==> src/rtl/flprog_pkg.sv <==
package flprog_pkg;

  localparam int WORD_W = 32;

  // Access-port configuration space locations and values
  localparam logic [31:0] WP_REG_ADDR     = 32'h0000_0101;
  localparam logic [31:0] WP_OFF_VALUE    = 32'h0000_0000;
  localparam logic [31:0] WP_ON_VALUE     = 32'h0000_009C;
  localparam logic [31:0] ERASE_ADDR_STD  = 32'h0000_03D8;
  localparam logic [31:0] ERASE_ADDR_ALT  = 32'h0000_0352;

  // Sector geometry per profile
  localparam logic [31:0] REST_STD = 32'h0000_3FFF;
  localparam logic [31:0] SECT_STD = 32'h0003_C000;
  localparam logic [31:0] REST_ALT = 32'h0000_1FFF;
  localparam logic [31:0] SECT_ALT = 32'h0003_E000;

  // Identification word decode
  localparam logic [7:0] MAKER_ALT = 8'hBF;
  localparam logic [7:0] PART_ALT  = 8'h80;

  localparam logic [31:0] READ_FAIL_WORD = 32'hDEAD_DEAD;

  typedef enum logic [2:0] {
    PH_ID, PH_UNPROT, PH_ERASE, PH_WORD, PH_PROT
  } phase_e;

  typedef enum logic [2:0] {
    S_IDLE, S_ISSUE, S_WAIT, S_SCAN, S_TAKE, S_FINISH
  } seq_state_e;

  typedef enum logic [1:0] {
    E_IDLE, E_DATA, E_ADDR, E_WAIT
  } eng_state_e;

endpackage

==> src/rtl/flprog_access.sv <==
module flprog_access
  import flprog_pkg::*;
#(
  parameter int AW     = 20,
  parameter int RD_TMO = 16,
  parameter int WR_TMO = 64
) (
  input  logic              clk,
  input  logic              rst_n,
  input  logic              req,
  input  logic              req_write,
  input  logic              req_cfg,
  input  logic [AW-1:0]     req_addr,
  input  logic [WORD_W-1:0] req_data,
  output logic              done,
  output logic              ok,
  output logic [WORD_W-1:0] rdata,
  output logic              fl_data_we,
  output logic [WORD_W-1:0] fl_wdata,
  output logic              fl_addr_we,
  output logic [AW-1:0]     fl_addr,
  output logic              fl_cfg,
  output logic              fl_flag_wr,
  input  logic              fl_flag,
  input  logic [WORD_W-1:0] fl_rdata
);

  localparam int TMO_MAX = (RD_TMO > WR_TMO) ? RD_TMO : WR_TMO;
  localparam int TW      = $clog2(TMO_MAX + 1);
  localparam logic [TW-1:0] RD_LAST = TW'(RD_TMO - 1);
  localparam logic [TW-1:0] WR_LAST = TW'(WR_TMO - 1);

  eng_state_e        st;
  logic              wr_q, cfg_q;
  logic [AW-1:0]     addr_q;
  logic [WORD_W-1:0] data_q;
  logic [TW-1:0]     cnt;
  logic              hit, last;

  assign hit  = wr_q ? !fl_flag : fl_flag;
  assign last = (cnt == (wr_q ? WR_LAST : RD_LAST));

  always_ff @(posedge clk) begin
    if (!rst_n) begin
      st     <= E_IDLE;
      wr_q   <= 1'b0;
      cfg_q  <= 1'b0;
      addr_q <= '0;
      data_q <= '0;
      cnt    <= '0;
      done   <= 1'b0;
      ok     <= 1'b0;
      rdata  <= '0;
    end else begin
      done <= 1'b0;
      case (st)
        E_IDLE: if (req) begin
          wr_q   <= req_write;
          cfg_q  <= req_cfg;
          addr_q <= req_addr;
          data_q <= req_data;
          st     <= req_write ? E_DATA : E_ADDR;
        end
        E_DATA: st <= E_ADDR;
        E_ADDR: begin
          cnt <= '0;
          st  <= E_WAIT;
        end
        E_WAIT: begin
          if (hit) begin
            done <= 1'b1;
            ok   <= 1'b1;
            if (!wr_q) rdata <= fl_rdata;
            st   <= E_IDLE;
          end else if (last) begin
            done <= 1'b1;
            ok   <= 1'b0;
            if (!wr_q) rdata <= READ_FAIL_WORD;
            st   <= E_IDLE;
          end else begin
            cnt <= cnt + 1'b1;
          end
        end
        default: st <= E_IDLE;
      endcase
    end
  end

  assign fl_data_we = (st == E_DATA);
  assign fl_wdata   = data_q;
  assign fl_addr_we = (st == E_ADDR);
  assign fl_addr    = addr_q;
  assign fl_cfg     = cfg_q;
  assign fl_flag_wr = wr_q;

  // a data load is always followed by a write-flagged address strobe
  a_r2_load_then_strobe: assert property (@(posedge clk) disable iff (!rst_n)
    fl_data_we |=> (fl_addr_we && fl_flag_wr));

  // a write-flagged address strobe always follows a data load
  a_r2_strobe_after_load: assert property (@(posedge clk) disable iff (!rst_n)
    (fl_addr_we && fl_flag_wr) |-> $past(fl_data_we));

  // completion is reported for one cycle only
  a_r2_done_single: assert property (@(posedge clk) disable iff (!rst_n)
    done |=> !done);

endmodule

==> src/rtl/flprog_sector.sv <==
module flprog_sector
  import flprog_pkg::*;
#(
  parameter int AW = 20
) (
  input  logic [15:0]       id_low,
  input  logic [AW-1:0]     addr,
  output logic              at_boundary,
  output logic [AW-1:0]     erase_addr,
  output logic [WORD_W-1:0] erase_word
);

  logic              alt;
  logic [WORD_W-1:0] rest_m, sect_m, a_ext, f;

  always_comb begin
    alt         = (id_low[7:0] == MAKER_ALT);
    rest_m      = alt ? REST_ALT : REST_STD;
    sect_m      = alt ? SECT_ALT : SECT_STD;
    erase_addr  = (alt && id_low[15:8] == PART_ALT) ? AW'(ERASE_ADDR_ALT)
                                                    : AW'(ERASE_ADDR_STD);
    a_ext       = WORD_W'(addr);
    at_boundary = ((a_ext & rest_m) == '0);
    f           = (a_ext & sect_m) << 2;
    erase_word  = {8'h00, f[7:0], f[15:8], f[23:16]};
  end

endmodule

==> src/rtl/flprog_seq.sv <==
module flprog_seq
  import flprog_pkg::*;
#(
  parameter int          AW           = 20,
  parameter int          CNT_W        = 16,
  parameter int          RD_TMO       = 16,
  parameter int          WR_TMO       = 64,
  parameter logic [31:0] ID_WORD_ADDR = 32'h000D_03AB
) (
  input  logic              clk,
  input  logic              rst_n,
  input  logic              start,
  input  logic [AW-1:0]     start_addr,
  input  logic [CNT_W-1:0]  word_count,
  input  logic              in_valid,
  output logic              in_ready,
  input  logic [WORD_W-1:0] in_data,
  output logic              done,
  output logic              failed,
  output logic              fl_en,
  output logic              fl_data_we,
  output logic [WORD_W-1:0] fl_wdata,
  output logic              fl_addr_we,
  output logic [AW-1:0]     fl_addr,
  output logic              fl_cfg,
  output logic              fl_flag_wr,
  input  logic              fl_flag,
  input  logic [WORD_W-1:0] fl_rdata
);

  localparam logic [AW-1:0] ID_A = AW'(ID_WORD_ADDR);
  localparam logic [AW-1:0] WP_A = AW'(WP_REG_ADDR);

  seq_state_e        st;
  phase_e            ph;
  logic [AW-1:0]     cur_addr;
  logic [CNT_W-1:0]  remain;
  logic [WORD_W-1:0] id_word;
  logic              err_q, en_q;
  logic              cmd_wr, cmd_cfg;
  logic [AW-1:0]     cmd_addr;
  logic [WORD_W-1:0] cmd_data;

  logic              e_done, e_ok;
  logic [WORD_W-1:0] e_rdata;
  logic              at_bnd;
  logic [AW-1:0]     er_addr;
  logic [WORD_W-1:0] er_word;
  logic              unused_id_hi;

  assign unused_id_hi = ^id_word[31:16];

  flprog_access #(.AW(AW), .RD_TMO(RD_TMO), .WR_TMO(WR_TMO)) u_access (
    .clk        (clk),
    .rst_n      (rst_n),
    .req        (st == S_ISSUE),
    .req_write  (cmd_wr),
    .req_cfg    (cmd_cfg),
    .req_addr   (cmd_addr),
    .req_data   (cmd_data),
    .done       (e_done),
    .ok         (e_ok),
    .rdata      (e_rdata),
    .fl_data_we (fl_data_we),
    .fl_wdata   (fl_wdata),
    .fl_addr_we (fl_addr_we),
    .fl_addr    (fl_addr),
    .fl_cfg     (fl_cfg),
    .fl_flag_wr (fl_flag_wr),
    .fl_flag    (fl_flag),
    .fl_rdata   (fl_rdata)
  );

  flprog_sector #(.AW(AW)) u_sector (
    .id_low      (id_word[15:0]),
    .addr        (cur_addr),
    .at_boundary (at_bnd),
    .erase_addr  (er_addr),
    .erase_word  (er_word)
  );

  always_ff @(posedge clk) begin
    if (!rst_n) begin
      st       <= S_IDLE;
      ph       <= PH_ID;
      cur_addr <= '0;
      remain   <= '0;
      id_word  <= '0;
      err_q    <= 1'b0;
      en_q     <= 1'b0;
      cmd_wr   <= 1'b0;
      cmd_cfg  <= 1'b0;
      cmd_addr <= '0;
      cmd_data <= '0;
    end else begin
      case (st)
        S_IDLE: if (start) begin
          cur_addr <= start_addr;
          remain   <= word_count;
          err_q    <= 1'b0;
          ph       <= PH_ID;
          cmd_wr   <= 1'b0;
          cmd_cfg  <= 1'b0;
          cmd_addr <= ID_A;
          cmd_data <= '0;
          st       <= S_ISSUE;
        end
        S_ISSUE: st <= S_WAIT;
        S_WAIT: if (e_done) begin
          case (ph)
            PH_ID: begin
              id_word  <= e_rdata;
              en_q     <= 1'b1;
              ph       <= PH_UNPROT;
              cmd_wr   <= 1'b1;
              cmd_cfg  <= 1'b1;
              cmd_addr <= WP_A;
              cmd_data <= WP_OFF_VALUE;
              st       <= S_ISSUE;
            end
            PH_UNPROT: st <= S_SCAN;
            PH_ERASE: begin
              if (e_ok) begin
                st <= S_TAKE;
              end else begin
                err_q    <= 1'b1;
                ph       <= PH_PROT;
                cmd_wr   <= 1'b1;
                cmd_cfg  <= 1'b1;
                cmd_addr <= WP_A;
                cmd_data <= WP_ON_VALUE;
                st       <= S_ISSUE;
              end
            end
            PH_WORD: begin
              if (e_ok) begin
                cur_addr <= cur_addr + 1'b1;
                remain   <= remain - 1'b1;
                st       <= S_SCAN;
              end else begin
                err_q    <= 1'b1;
                ph       <= PH_PROT;
                cmd_wr   <= 1'b1;
                cmd_cfg  <= 1'b1;
                cmd_addr <= WP_A;
                cmd_data <= WP_ON_VALUE;
                st       <= S_ISSUE;
              end
            end
            default: begin
              en_q <= 1'b0;
              st   <= S_FINISH;
            end
          endcase
        end
        S_SCAN: begin
          if (remain == '0) begin
            ph       <= PH_PROT;
            cmd_wr   <= 1'b1;
            cmd_cfg  <= 1'b1;
            cmd_addr <= WP_A;
            cmd_data <= WP_ON_VALUE;
            st       <= S_ISSUE;
          end else if (at_bnd) begin
            ph       <= PH_ERASE;
            cmd_wr   <= 1'b1;
            cmd_cfg  <= 1'b1;
            cmd_addr <= er_addr;
            cmd_data <= er_word;
            st       <= S_ISSUE;
          end else begin
            st <= S_TAKE;
          end
        end
        S_TAKE: if (in_valid) begin
          ph       <= PH_WORD;
          cmd_wr   <= 1'b1;
          cmd_cfg  <= 1'b0;
          cmd_addr <= cur_addr;
          cmd_data <= in_data;
          st       <= S_ISSUE;
        end
        S_FINISH: st <= S_IDLE;
        default:  st <= S_IDLE;
      endcase
    end
  end

  assign in_ready = (st == S_TAKE);
  assign done     = (st == S_FINISH);
  assign failed   = err_q;
  assign fl_en    = en_q;

  // done only ever pulses with the flash enable already dropped
  a_r10_done_disabled: assert property (@(posedge clk) disable iff (!rst_n)
    done |-> !fl_en);

  // stream words are only taken inside an enabled burst
  a_r7_ready_in_burst: assert property (@(posedge clk) disable iff (!rst_n)
    in_ready |-> fl_en);

  // every write-flagged access happens with the flash enabled
  a_r2_write_enabled: assert property (@(posedge clk) disable iff (!rst_n)
    (fl_addr_we && fl_flag_wr) |-> fl_en);

endmodule

==> config.mk <==
export PLATFORM = sky130hd
export DESIGN_NAME = flprog_seq
export DESIGN_NICKNAME = d
export VERILOG_FILES = /design/src/rtl/flprog_pkg.sv /design/src/rtl/flprog_access.sv /design/src/rtl/flprog_sector.sv /design/src/rtl/flprog_seq.sv
export SDC_FILE = /design/constraint.sdc
export NUM_CORES = 1
export LEC_CHECK = 0
export BUFFER_PORTS_ARGS = -buffer_cell sky130_fd_sc_hd__buf_2
export CAP_MARGIN = 5
export CORE_MARGIN = 3
export CORE_UTILIZATION = 40
export CTS_CLUSTER_DIAMETER = 80
export CTS_CLUSTER_SIZE = 24
export DETAILED_ROUTE_END_ITERATION = 8
export PLACE_DENSITY = 0.66
export SLEW_MARGIN = 40
export SYNTH_ARGS = -nofsm -noshare
export SYNTH_HDL_FRONTEND = slang
export SYNTH_SLANG_ARGS = --single-unit
==> constraint.sdc <==
create_clock -name clk -period 2.1 [get_ports clk]
set_input_delay 0.21 -clock clk [delete_from_list [all_inputs] [get_ports clk]]
set_output_delay 0.21 -clock clk [all_outputs]
set_load 0.01 [all_outputs]
==> impl_metrics.env, run 1 <==
export IMPL_status="finished, final reports clean"
export IMPL_p_per_area_nw_per_um2=989
export IMPL_ir_drop_v=0.000556
export IMPL_setup_worst_path_class="reg2reg"
export IMPL_drive_gt1_share_pct=23.0
export IMPL_wirelength_um=24000
export IMPL_grt_overflow=0
export IMPL_switchingPower_mw=3.93
export IMPL_core_sq_um=22000
export IMPL_worst_r2r_setup_slack_ns=0.04
export IMPL_synth_area_leaders="dfxtp_1 (44%), nand2_1 (8.7%), mux2i_1 (7.3%)"
export IMPL_clkPwrFrac_pct=30.5
export IMPL_worst_hold_path_endpoint="cmd_data[5]"
export IMPL_ant_nets=0
export IMPL_io_buffers=148
export IMPL_worstReg2RegStart="remain[1]"
export IMPL_ys_warnings_count=0
export IMPL_clock_path_buffers=2
export IMPL_relSlewSlack_pct=57.7
export IMPL_yosys_area_top_type="dfxtp_1"
export IMPL_fin_cells=1533
export IMPL_async_reset_ff_share_pct=0
export IMPL_htreeDepth=4
export IMPL_netlist_area_leader_share_pct=43.5
export IMPL_worstSkewPairLatency_ns=0.45
export IMPL_max_freq_ghz=0.486
export IMPL_max_stage_delay_ns=0.33
export IMPL_grt_pass1_wl_um=38100
export IMPL_cts_tree="done"
export IMPL_dpl_cell_count=1485
export IMPL_gp_congestion=0.877
export IMPL_worst_path_buf_inv=4
export IMPL_finalSetupViolations=0
export IMPL_arrival_ns=2.40
export IMPL_cts_root_buffer="clkbuf_16"
export IMPL_syn_to_final_growth_pct=24.5
export IMPL_die_height_um=156
export IMPL_first_iter_violations=511
export IMPL_grt_pass1_vias=7612
export IMPL_netlist_top_cells_count="nand2_1 (208), dfxtp_1 (195), a21oi_1 (92)"
export IMPL_min_path_cells=3
export IMPL_cp_end_kind="register"
export IMPL_worstPathRequired_ns=2.44
export IMPL_post_dp_hpwl_um=16400
export IMPL_cp_top_family="simple AND/OR/NAND/NOR gates"
export IMPL_wire_per_inst_um=15.7
export IMPL_cp_start_kind="register"
export IMPL_finalCriticalPeriod_ns=2.06
export IMPL_initial_core_util_pct=40.8
export IMPL_avgSynthCellArea_sq_um=8.33
export IMPL_dieArea_sq_um=24300
export IMPL_hold_slack_ns=0.0179
export IMPL_drtPass1Iterations=5
export IMPL_die_x_um=156
export IMPL_p_int_mw=7.11
export IMPL_crit_chain="inv_1, ha_1, nor4b_4, buf_4, and4_2, nor2_4, a21oi_4, buf_12, clkbuf_16, o221a_2"
export IMPL_worstMarginPinSlew_ns=0.628
export IMPL_seqPwrFrac_pct=39.4
export IMPL_syn_area_sq_um=8970
export IMPL_nets=1354
export IMPL_slew_viol_final=0
export IMPL_grtUsageTotal_pct=19.2
export IMPL_crit_fanout=10
export IMPL_ys_types=76
export IMPL_min_from="in_data[5]"
export IMPL_leakagePower_nw=4.41
export IMPL_fillers=2090
export IMPL_clock_skew_ns=0.0147
export IMPL_grt_max_degree=120
export IMPL_ys_seq_elements=195
export IMPL_path_clk_slew_ns=0.08
export IMPL_cts_buffers=17
export IMPL_ys_dominant_reg_cell="dfxtp_1"
export IMPL_reg2regPathDepth=10
export IMPL_via_per_inst=5.38
export IMPL_cp_slowest_cell="dfxtp_2"
export IMPL_synthCells=1077
export IMPL_place_area_sq_um=10300
export IMPL_maxCapViolations=0
export IMPL_r2r_end="ph[1]"
export IMPL_yosysMostFrequentCell="nand2_1"
export IMPL_seq_area_frac_synth_pct=43.5
export IMPL_design_area_sq_um=11200
export IMPL_cts_sinks=195
export IMPL_drc=0
export IMPL_finalCritPeriodShare_pct=98.0
export IMPL_synth_nets=1192
export IMPL_antenna_found_initial=2
export IMPL_num_vias=8244
export IMPL_pin_count=165
export IMPL_pwr_share_comb_pct=30.2
export IMPL_swShare_pct=35.6
export IMPL_synth_edf_count=0
export IMPL_final_hold_violation_count=0
export IMPL_hold_class="in2reg"
export IMPL_rows=54
## worst reg2reg max path, stage by stage (launching register included)
cell	delay, ns
dfxtp_2	0.33
inv_1	0.07
ha_1	0.19
nor4b_4	0.13
buf_4	0.14
and4_2	0.27
nor2_4	0.17
a21oi_4	0.08
buf_12	0.15
clkbuf_16	0.17
o221a_2	0.27
## layout by cell type (no fill, tap or decap), types with 13 or more instances in the layout
| master | n |
|---|---|
| a211oi_1 | 20 |
| mux2i_1 | 65 |
| o21ai_0 | 55 |
| inv_1 | 16 |
| buf_2 | 147 |
| nand2_1 | 208 |
| a21oi_1 | 92 |
| nor2_1 | 80 |
| clkbuf_16 | 19 |
| dfxtp_1 | 190 |
| nor3_1 | 13 |
| buf_4 | 55 |
| nand3_1 | 51 |
## how the worst max path moves through the flow
stage | start | to | slack, ns | cells past startpoint
floorplan | remain[0] | remain[12] | 0.20 | 7
global placement | remain[1] | cmd_data[31] | -0.05 | 9
detailed placement | remain[1] | cmd_data[11] | -0.1 | 9
CTS | remain[1] | ph[1] | 0.02 | 9
global route | remain[1] | ph[1] | -0.01 | 10
finish | remain[1] | ph[1] | 0.04 | 10
## layout make-up
type | instances | area (sq um) | share of cell area, %
clock buffer | 17 | 425 | 3.81
multi-input combinational | 780 | 4660 | 41.7
timing repair buffer | 226 | 1540 | 13.8
clock inverter | 15 | 203 | 1.82
sequential | 195 | 3910 | 35.0
antenna | 1 | 2.50 | 0.0224
inverter | 19 | 72.6 | 0.650
tap | 280 | 350 | 3.14
## registers in the layout, indices dropped and copies added, names as in the netlist, 3 cells and up
| signal | cells |
|---|---|
| u_access.cnt | 7 |
| remain | 16 |
| cmd_data | 32 |
| u_access.fl_addr | 20 |
| u_access.rdata | 16 |
| ph | 3 |
| st | 3 |
| u_access.fl_wdata | 32 |
| cur_addr | 20 |
| id_word | 16 |
| cmd_addr | 20 |
## power groups by stage
stage / sequential [mW] / combinational, mW / clock [mW]
CTS: 4.32 / 3.17 / 3.44
detailed placement: 4.40 / 3.14 / 0
global placement: 4.40 / 3.11 / 0
global route: 4.40 / 3.67 / 3.58
floorplan: 4.32 / 2.13 / 0
finish: 4.35 / 3.33 / 3.36
## per-layer routing
metal	share of wire [%]	routed length, um	vias to the layer above	GRT usage [%]
met2	46	11000	230	30.0
met4	2.2	537	2	7.15
li1	-	-	4136	-
met5	0.054	13	-	0
met1	46	11100	3843	25.8
met3	5.6	1340	33	4.77
## stage by stage
step                setup TNS (ns)  util (%)  setup WS, ns  power (mW)
finish                           0      50.8        0.0422        11.0
global route               -0.0276      50.8       -0.0133        11.7
CTS                              0      50.2        0.0153        10.9
detailed placement           -2.06      46.8       -0.0955        7.54
global placement             -1.29      46.8       -0.0475        7.51
floorplan                        0         -         0.203        6.44
## kinds of logic (layout without fill, tap and decap cells)
group | Yosys count | after routing | share of synthesized area (%)
and+or+nand+nor | 434 | 434 | 22.9
AOI/OAI and AO/OA | 264 | 264 | 19.0
DFF | 195 | 195 | 43.5
buffers and inverters | 102 | 277 | 5.27
muxes | 66 | 66 | 7.38
adders and majority gates | 10 | 10 | 1.40
xor gates and xnor gates | 6 | 6 | 0.586
other | 0 | 1 | 0
## what timing repair did
item / CTS / global route
hold buffers: 10 / 0
endpoints found under the setup margin: 39 / 59
cloned: 0 / 2
setup buffers: 0 / 3
endpoints found under the hold margin: 10 / 0
pin swaps: 0 / 4
resized for setup: 2 / 14
(Power assumes the default switching activity.)
==> run 2, diff against run 1 <==
--- a/config.mk
+++ b/config.mk
@@ -7,12 +7,14 @@
 export LEC_CHECK = 0
 export BUFFER_PORTS_ARGS = -buffer_cell sky130_fd_sc_hd__buf_2
 export CAP_MARGIN = 5
+export CELL_PAD_IN_SITES_DETAIL_PLACEMENT = 1
+export CELL_PAD_IN_SITES_GLOBAL_PLACEMENT = 2
 export CORE_MARGIN = 3
-export CORE_UTILIZATION = 40
+export CORE_UTILIZATION = 33
 export CTS_CLUSTER_DIAMETER = 80
 export CTS_CLUSTER_SIZE = 24
 export DETAILED_ROUTE_END_ITERATION = 8
-export PLACE_DENSITY = 0.66
+export PLACE_DENSITY = 0.85
 export SLEW_MARGIN = 40
 export SYNTH_ARGS = -nofsm -noshare
 export SYNTH_HDL_FRONTEND = slang
==> run 2 against run 1 <==
  * Non-clock buffer count up 3
  * Sequential cell count unchanged
  * Combinational power up 5%
  * Cell count up 3.8%
  * First-iteration DRC count down 20%
  * Total power up 2.8%
==> impl_metrics.env, run 2 (same netlist as run 1, synthesis figures left out) <==
export IMPL_status="finished, final reports clean"
export IMPL_place_area_sq_um=10400
export IMPL_dp_slack_ns=-0.105
export IMPL_cp_start_kind="register"
export IMPL_power_total_mw=11.3
export IMPL_crit_path_frequent_cell="buf_12"
export IMPL_wirelength_um=28200
export IMPL_worst_hold_path_endpoint="u_access.rdata[1]"
export IMPL_die_height_um=171
export IMPL_max_stage_delay_ns=0.35
export IMPL_min_path_cells=3
export IMPL_crit_chain="inv_1, ha_1, nor4b_4, nand3_2, a21o_4, a21oi_4, buf_12, buf_12, mux2i_1"
export IMPL_cts_sinks=195
export IMPL_clock_skew_ns=0.0154
export IMPL_ir_drop_v=0.000480
export IMPL_grtUsageTotal_pct=19.0
export IMPL_fillers=3158
export IMPL_num_vias=8401
export IMPL_worstSkewPairLatency_ns=0.45
export IMPL_finalCriticalPeriod_ns=2.03
export IMPL_leakagePower_nw=4.43
export IMPL_setup_worst_path_class="reg2reg"
export IMPL_final_hold_violation_count=0
export IMPL_worst_r2r_setup_slack_ns=0.07
export IMPL_initial_core_util_pct=34.0
export IMPL_drtPass1Iterations=4
export IMPL_grt_pass1_vias=8521
export IMPL_grt_pass1_wl_um=45000
export IMPL_worstReg2RegStart="cur_addr[0]"
export IMPL_cts_tree="done"
export IMPL_fin_cells=1591
export IMPL_relSlewSlack_pct=60.7
export IMPL_core_sq_um=26400
export IMPL_drc=0
export IMPL_dieArea_sq_um=29200
export IMPL_antenna_found_initial=2
export IMPL_arrival_ns=2.40
export IMPL_cp_top_family="buffers and inverters"
export IMPL_worst_path_buf_inv=3
export IMPL_post_dp_hpwl_um=19400
export IMPL_grt_overflow=0
export IMPL_reg2regPathDepth=9
export IMPL_slew_viol_final=0
export IMPL_rows=59
export IMPL_worstMarginPinSlew_ns=0.584
export IMPL_timing_final_ws_setup_ns=0.0671
export IMPL_worstPathRequired_ns=2.47
export IMPL_htreeDepth=4
export IMPL_die_x_um=171
export IMPL_p_per_area_nw_per_um2=1010
export IMPL_dpl_cell_count=1548
export IMPL_cp_slowest_cell="dfxtp_2"
export IMPL_cp_end_kind="register"
export IMPL_grt_max_degree=54
export IMPL_design_area_sq_um=11300
export IMPL_pin_count=165
export IMPL_post_route_util_pct=42.8
export IMPL_nets=1357
export IMPL_io_buffers=148
export IMPL_gp_congestion=0.827
export IMPL_crit_fanout=11
export IMPL_path_clk_slew_ns=0.09
export IMPL_finalCritPeriodShare_pct=96.8
export IMPL_finalSetupViolations=0
export IMPL_ant_nets=0
export IMPL_cts_root_buffer="clkbuf_16"
export IMPL_syn_to_final_growth_pct=25.9
export IMPL_r2r_end="cmd_data[13]"
export IMPL_clock_path_buffers=2
export IMPL_max_freq_ghz=0.492
export IMPL_wire_per_inst_um=17.7
export IMPL_maxCapViolations=0
export IMPL_final_cell_mix="nand2_1 (208), dfxtp_1 (192), buf_2 (147)"
export IMPL_drive_gt1_share_pct=24.4
export IMPL_via_per_inst=5.28
export IMPL_first_iter_violations=410
export IMPL_min_from="fl_rdata[1]"
export IMPL_layout_commonest_cell="nand2_1"
export IMPL_cts_buffers=17
export IMPL_hold_class="in2reg"
==> run 2: changes by cell type in the layout (fill, tap and decap cells not counted), sizes merged <==
cell	change
clkinvlp	-1
inv	+7
buf	+11
dlygate4sd3	-8
clkinv	-6
==> run 2: cell type report <==
cell class / instances / area (sq um) / area share (%)
multi-input cells: 780 / 4740 / 42.0
flip-flops and latches: 195 / 3910 / 34.6
repair buffers: 229 / 1520 / 13.4
clock buffers: 17 / 425 / 3.77
well taps: 335 / 419 / 3.71
clock inverters: 15 / 204 / 1.81
inverters: 19 / 73.8 / 0.654
diodes: 1 / 2.50 / 0.0222
==> run 2: how the worst max path moves through the flow <==
stage | startpoint | endpoint | slack [ns] | cells after the start
after floorplan | remain[0] | remain[12] | 0.20 | 7
after global placement | remain[0] | cmd_data[8] | -0.09 | 9
after detailed placement | remain[0] | cmd_data[31] | -0.10 | 9
after CTS | u_access.cnt[0] | u_access.st[0] | 0.01 | 7
after global routing | ph[1] | cmd_data[5] | -0.03 | 7
final | cur_addr[0] | cmd_data[13] | 0.07 | 9
==> run 2: metrics by stage <==
stage | setup TNS [ns] | hold WS [ns]
floorplan | 0 | 0.328
global placement | -2.52 | 0.437
detailed placement | -2.59 | 0.445
CTS | 0 | 0.000173
global route | -0.0633 | 0.0111
finish | 0 | 0.0117
==> run 2: layer usage <==
metal / GRT usage [%] / up-vias / part of all wire [%]
met3: 3.74 / 24 / 4.1
met4: 4.34 / 2 / 1.1
met1: 24.8 / 4082 / 46
met5: 0 / - / 0.046
met2: 32.5 / 145 / 49
li1: - / 4148 / -
==> run 2: tightest hold or removal path: stages <==
cell     delay [ns]
buf_2          0.07
a22oi_1        0.06
nor2_1         0.08
==> run 2: timing repair <==
action	in CTS	in global routing
hold endpoints to repair	2	0
cloned	0	3
hold buffers	2	0
buffers inserted	0	5
setup endpoints to repair	55	69
gates resized for setup	7	26
pin swaps	0	6
==> run 2: report_power, final <==
part	leakage, nW	total (mW)	internal [mW]	switching (mW)
Combinational	2.55	3.49	1.47	2.02
Sequential	1.58	4.37	4.02	0.350
Clock	0.304	3.49	1.68	1.81
==> run 3, diff against run 2 <==
--- a/config.mk
+++ b/config.mk
@@ -9,12 +9,12 @@
 export CAP_MARGIN = 5
 export CELL_PAD_IN_SITES_DETAIL_PLACEMENT = 1
 export CELL_PAD_IN_SITES_GLOBAL_PLACEMENT = 2
-export CORE_MARGIN = 3
-export CORE_UTILIZATION = 33
+export CORE_UTILIZATION = 30
 export CTS_CLUSTER_DIAMETER = 80
 export CTS_CLUSTER_SIZE = 24
 export DETAILED_ROUTE_END_ITERATION = 8
-export PLACE_DENSITY = 0.85
+export PLACE_DENSITY = 0.82
+export SKIP_CTS_REPAIR_TIMING = 1
 export SLEW_MARGIN = 40
 export SYNTH_ARGS = -nofsm -noshare
 export SYNTH_HDL_FRONTEND = slang
==> constraint.sdc (replaced) <==
create_clock -name clk -period 1.8 [get_ports clk]
set_input_delay 0.18 -clock clk [delete_from_list [all_inputs] [get_ports clk]]
set_output_delay 0.18 -clock clk [all_outputs]
set_load 0.01 [all_outputs]
==> run 3 against run 2 <==
  * The run now ends with negative hold slack, negative setup slack left
  * Sequential share of layout area is 4.0 points lower
  * Critical path depth is 3 lower
  * Register-to-register slack got worse by 0.28 ns
  * Final area increased by 14%
  * Wire length rose by 16%
  * Hold slack got worse by 0.023 ns
  * Sequential cell count did not move
  * Clock power grew 17%
  * Critical path type unchanged
  * Highest routed layer unchanged
==> impl_metrics.env, run 3 (same netlist as run 1, synthesis figures left out) <==
export IMPL_worstSkewPairLatency_ns=0.46
export IMPL_hold_class="in2reg"
export IMPL_core_sq_um=29100
export IMPL_timing_final_ws_setup_ns=-0.216
export IMPL_hold_slack_ns=-0.0112
export IMPL_worst_r2r_setup_slack_ns=-0.22
export IMPL_maxCapViolations=0
export IMPL_setup_worst_path_class="reg2reg"
export IMPL_rows=62
export IMPL_wire_per_inst_um=18.8
export IMPL_violations="negative hold slack, negative setup slack"
export IMPL_drive_gt1_share_pct=34.9
export IMPL_die_height_um=175
export IMPL_pin_count=165
export IMPL_grtUsageTotal_pct=19.0
export IMPL_worstSetupStartpoint="id_word[9]"
export IMPL_grt_max_degree=59
export IMPL_grt_overflow=0
export IMPL_cp_end_kind="register"
export IMPL_crit_fanout=2
export IMPL_drtPass1Iterations=4
export IMPL_nets=1460
export IMPL_ant_nets=0
export IMPL_endpoint="cmd_addr[3]"
export IMPL_cp_start_kind="register"
export IMPL_finalCritPeriodShare_pct=112
export IMPL_num_vias=8944
export IMPL_max_freq_ghz=0.496
export IMPL_first_iter_violations=409
export IMPL_post_dp_hpwl_um=20400
export IMPL_grt_pass1_wl_um=46600
export IMPL_p_int_mw=9.31
export IMPL_post_route_util_pct=44.1
export IMPL_relSlewSlack_pct=63.0
export IMPL_layout_commonest_cell="nand2_1"
export IMPL_reg2regPathDepth=6
export IMPL_gp_congestion=0.835
export IMPL_seqPwrFrac_pct=34.3
export IMPL_slew_viol_final=0
export IMPL_cts_buffers=17
export IMPL_die_x_um=175
export IMPL_wirelength_um=32800
export IMPL_clkPwrFrac_pct=27.5
export IMPL_leakagePower_nw=5.12
export IMPL_fillers=3434
export IMPL_power_total_mw=14.8
export IMPL_syn_to_final_growth_pct=42.9
export IMPL_p_per_area_nw_per_um2=1160
export IMPL_cts_root_buffer="clkbuf_16"
export IMPL_cts_sinks=195
export IMPL_swShare_pct=37.1
export IMPL_switchingPower_mw=5.50
export IMPL_final_hold_violation_count=6
export IMPL_pwr_share_comb_pct=38.1
export IMPL_final_cell_mix="nand2_1 (203), dfxtp_1 (179), buf_2 (147)"
export IMPL_cts_tree="done"
export IMPL_rsz0062_at_grt="yes"
export IMPL_ir_drop_v=0.000670
export IMPL_drc=0
export IMPL_initial_core_util_pct=30.8
export IMPL_dieArea_sq_um=30600
export IMPL_path_clk_slew_ns=0.08
export IMPL_r2r_end="cmd_addr[3]"
export IMPL_status="finished with violations"
export IMPL_finalSetupViolations=83
export IMPL_worstReg2RegStart="id_word[9]"
export IMPL_htreeDepth=4
export IMPL_clock_path_buffers=2
export IMPL_via_per_inst=5.13
export IMPL_grt_pass1_vias=8831
export IMPL_finalCriticalPeriod_ns=2.02
export IMPL_clock_skew_ns=0.0254
export IMPL_antenna_found_initial=2
export IMPL_io_buffers=148
export IMPL_worstPathRequired_ns=2.11
export IMPL_min_path_cells=3
export IMPL_worstMarginPinSlew_ns=0.549
export IMPL_arrival_ns=2.32
run 3: cell types whose count changed in the layout (fill, tap and decap cells not counted), sizes merged:
cell | before | now
clkinv | 3 | 4
clkbuf | 19 | 26
inv | 31 | 30
dlygate4sd3 | 2 | 13
buf | 225 | 310
run 3: worst min path at each step:
| stage | from | to |
|---|---|---|
| after CTS | in_data[25] | cmd_data[25] |
| after detailed placement | fl_rdata[1] | u_access.rdata[1] |
| after floorplan | in_valid | st[2] |
| final | in_data[10] | cmd_data[10] |
| after global routing | in_data[21] | cmd_data[21] |
| after global placement | fl_rdata[8] | u_access.rdata[8] |
run 3: worst max-delay path, cell delays in order (launching register included):
cell	delay (ns)
dfxtp_2	0.33
or4b_4	0.54
nor4_4	0.34
buf_4	0.19
a211oi_4	0.07
a2111oi_2	0.34
a211oi_1	0.08
run 3: cell type report:
cell class | instances | area, sq um | share of cell area (%)
flip-flops and latches | 195 | 3930 | 30.7
inverters | 19 | 76.3 | 0.596
clock buffers | 17 | 425 | 3.32
repair buffers | 332 | 2550 | 19.9
multi-input cells | 780 | 5140 | 40.1
clock inverters | 15 | 206 | 1.61
well taps | 384 | 480 | 3.75
diodes | 1 | 2.50 | 0.0195
run 3: power groups by stage:
stage	combinational (mW)	clock (mW)	sequential, mW
floorplan	2.51	0	5.04
global placement	4.23	0	5.09
detailed placement	4.31	0	5.10
CTS	4.35	4.18	5.01
global route	6.03	4.32	5.13
finish	5.64	4.07	5.08
run 3: metrics by stage:
step	setup slack, ns	hold WS, ns	TNS (ns)	cells	area, sq um
6_report	-0.216	-0.0112	-7.32	1743	12800
5_1_grt	-0.321	0.00239	-13.10	1742	12800
4_1_cts	-0.351	-0.0407	-11.00	1692	11600
3_5_place_dp	-0.289	0.439	-8.35	1660	11000
3_3_place_gp	-0.237	0.432	-3.91	1660	11000
2_1_floorplan	0.00590	0.298	0	1077	8990
run 3: routing by layer:
| layer | global-route usage (%) | share of wire, % |
|---|---|---|
| met1 | 24.3 | 44 |
| met2 | 33.0 | 50 |
| met3 | 3.18 | 4.0 |
| met4 | 5.07 | 2.0 |
| met5 | 0 | 0.037 |
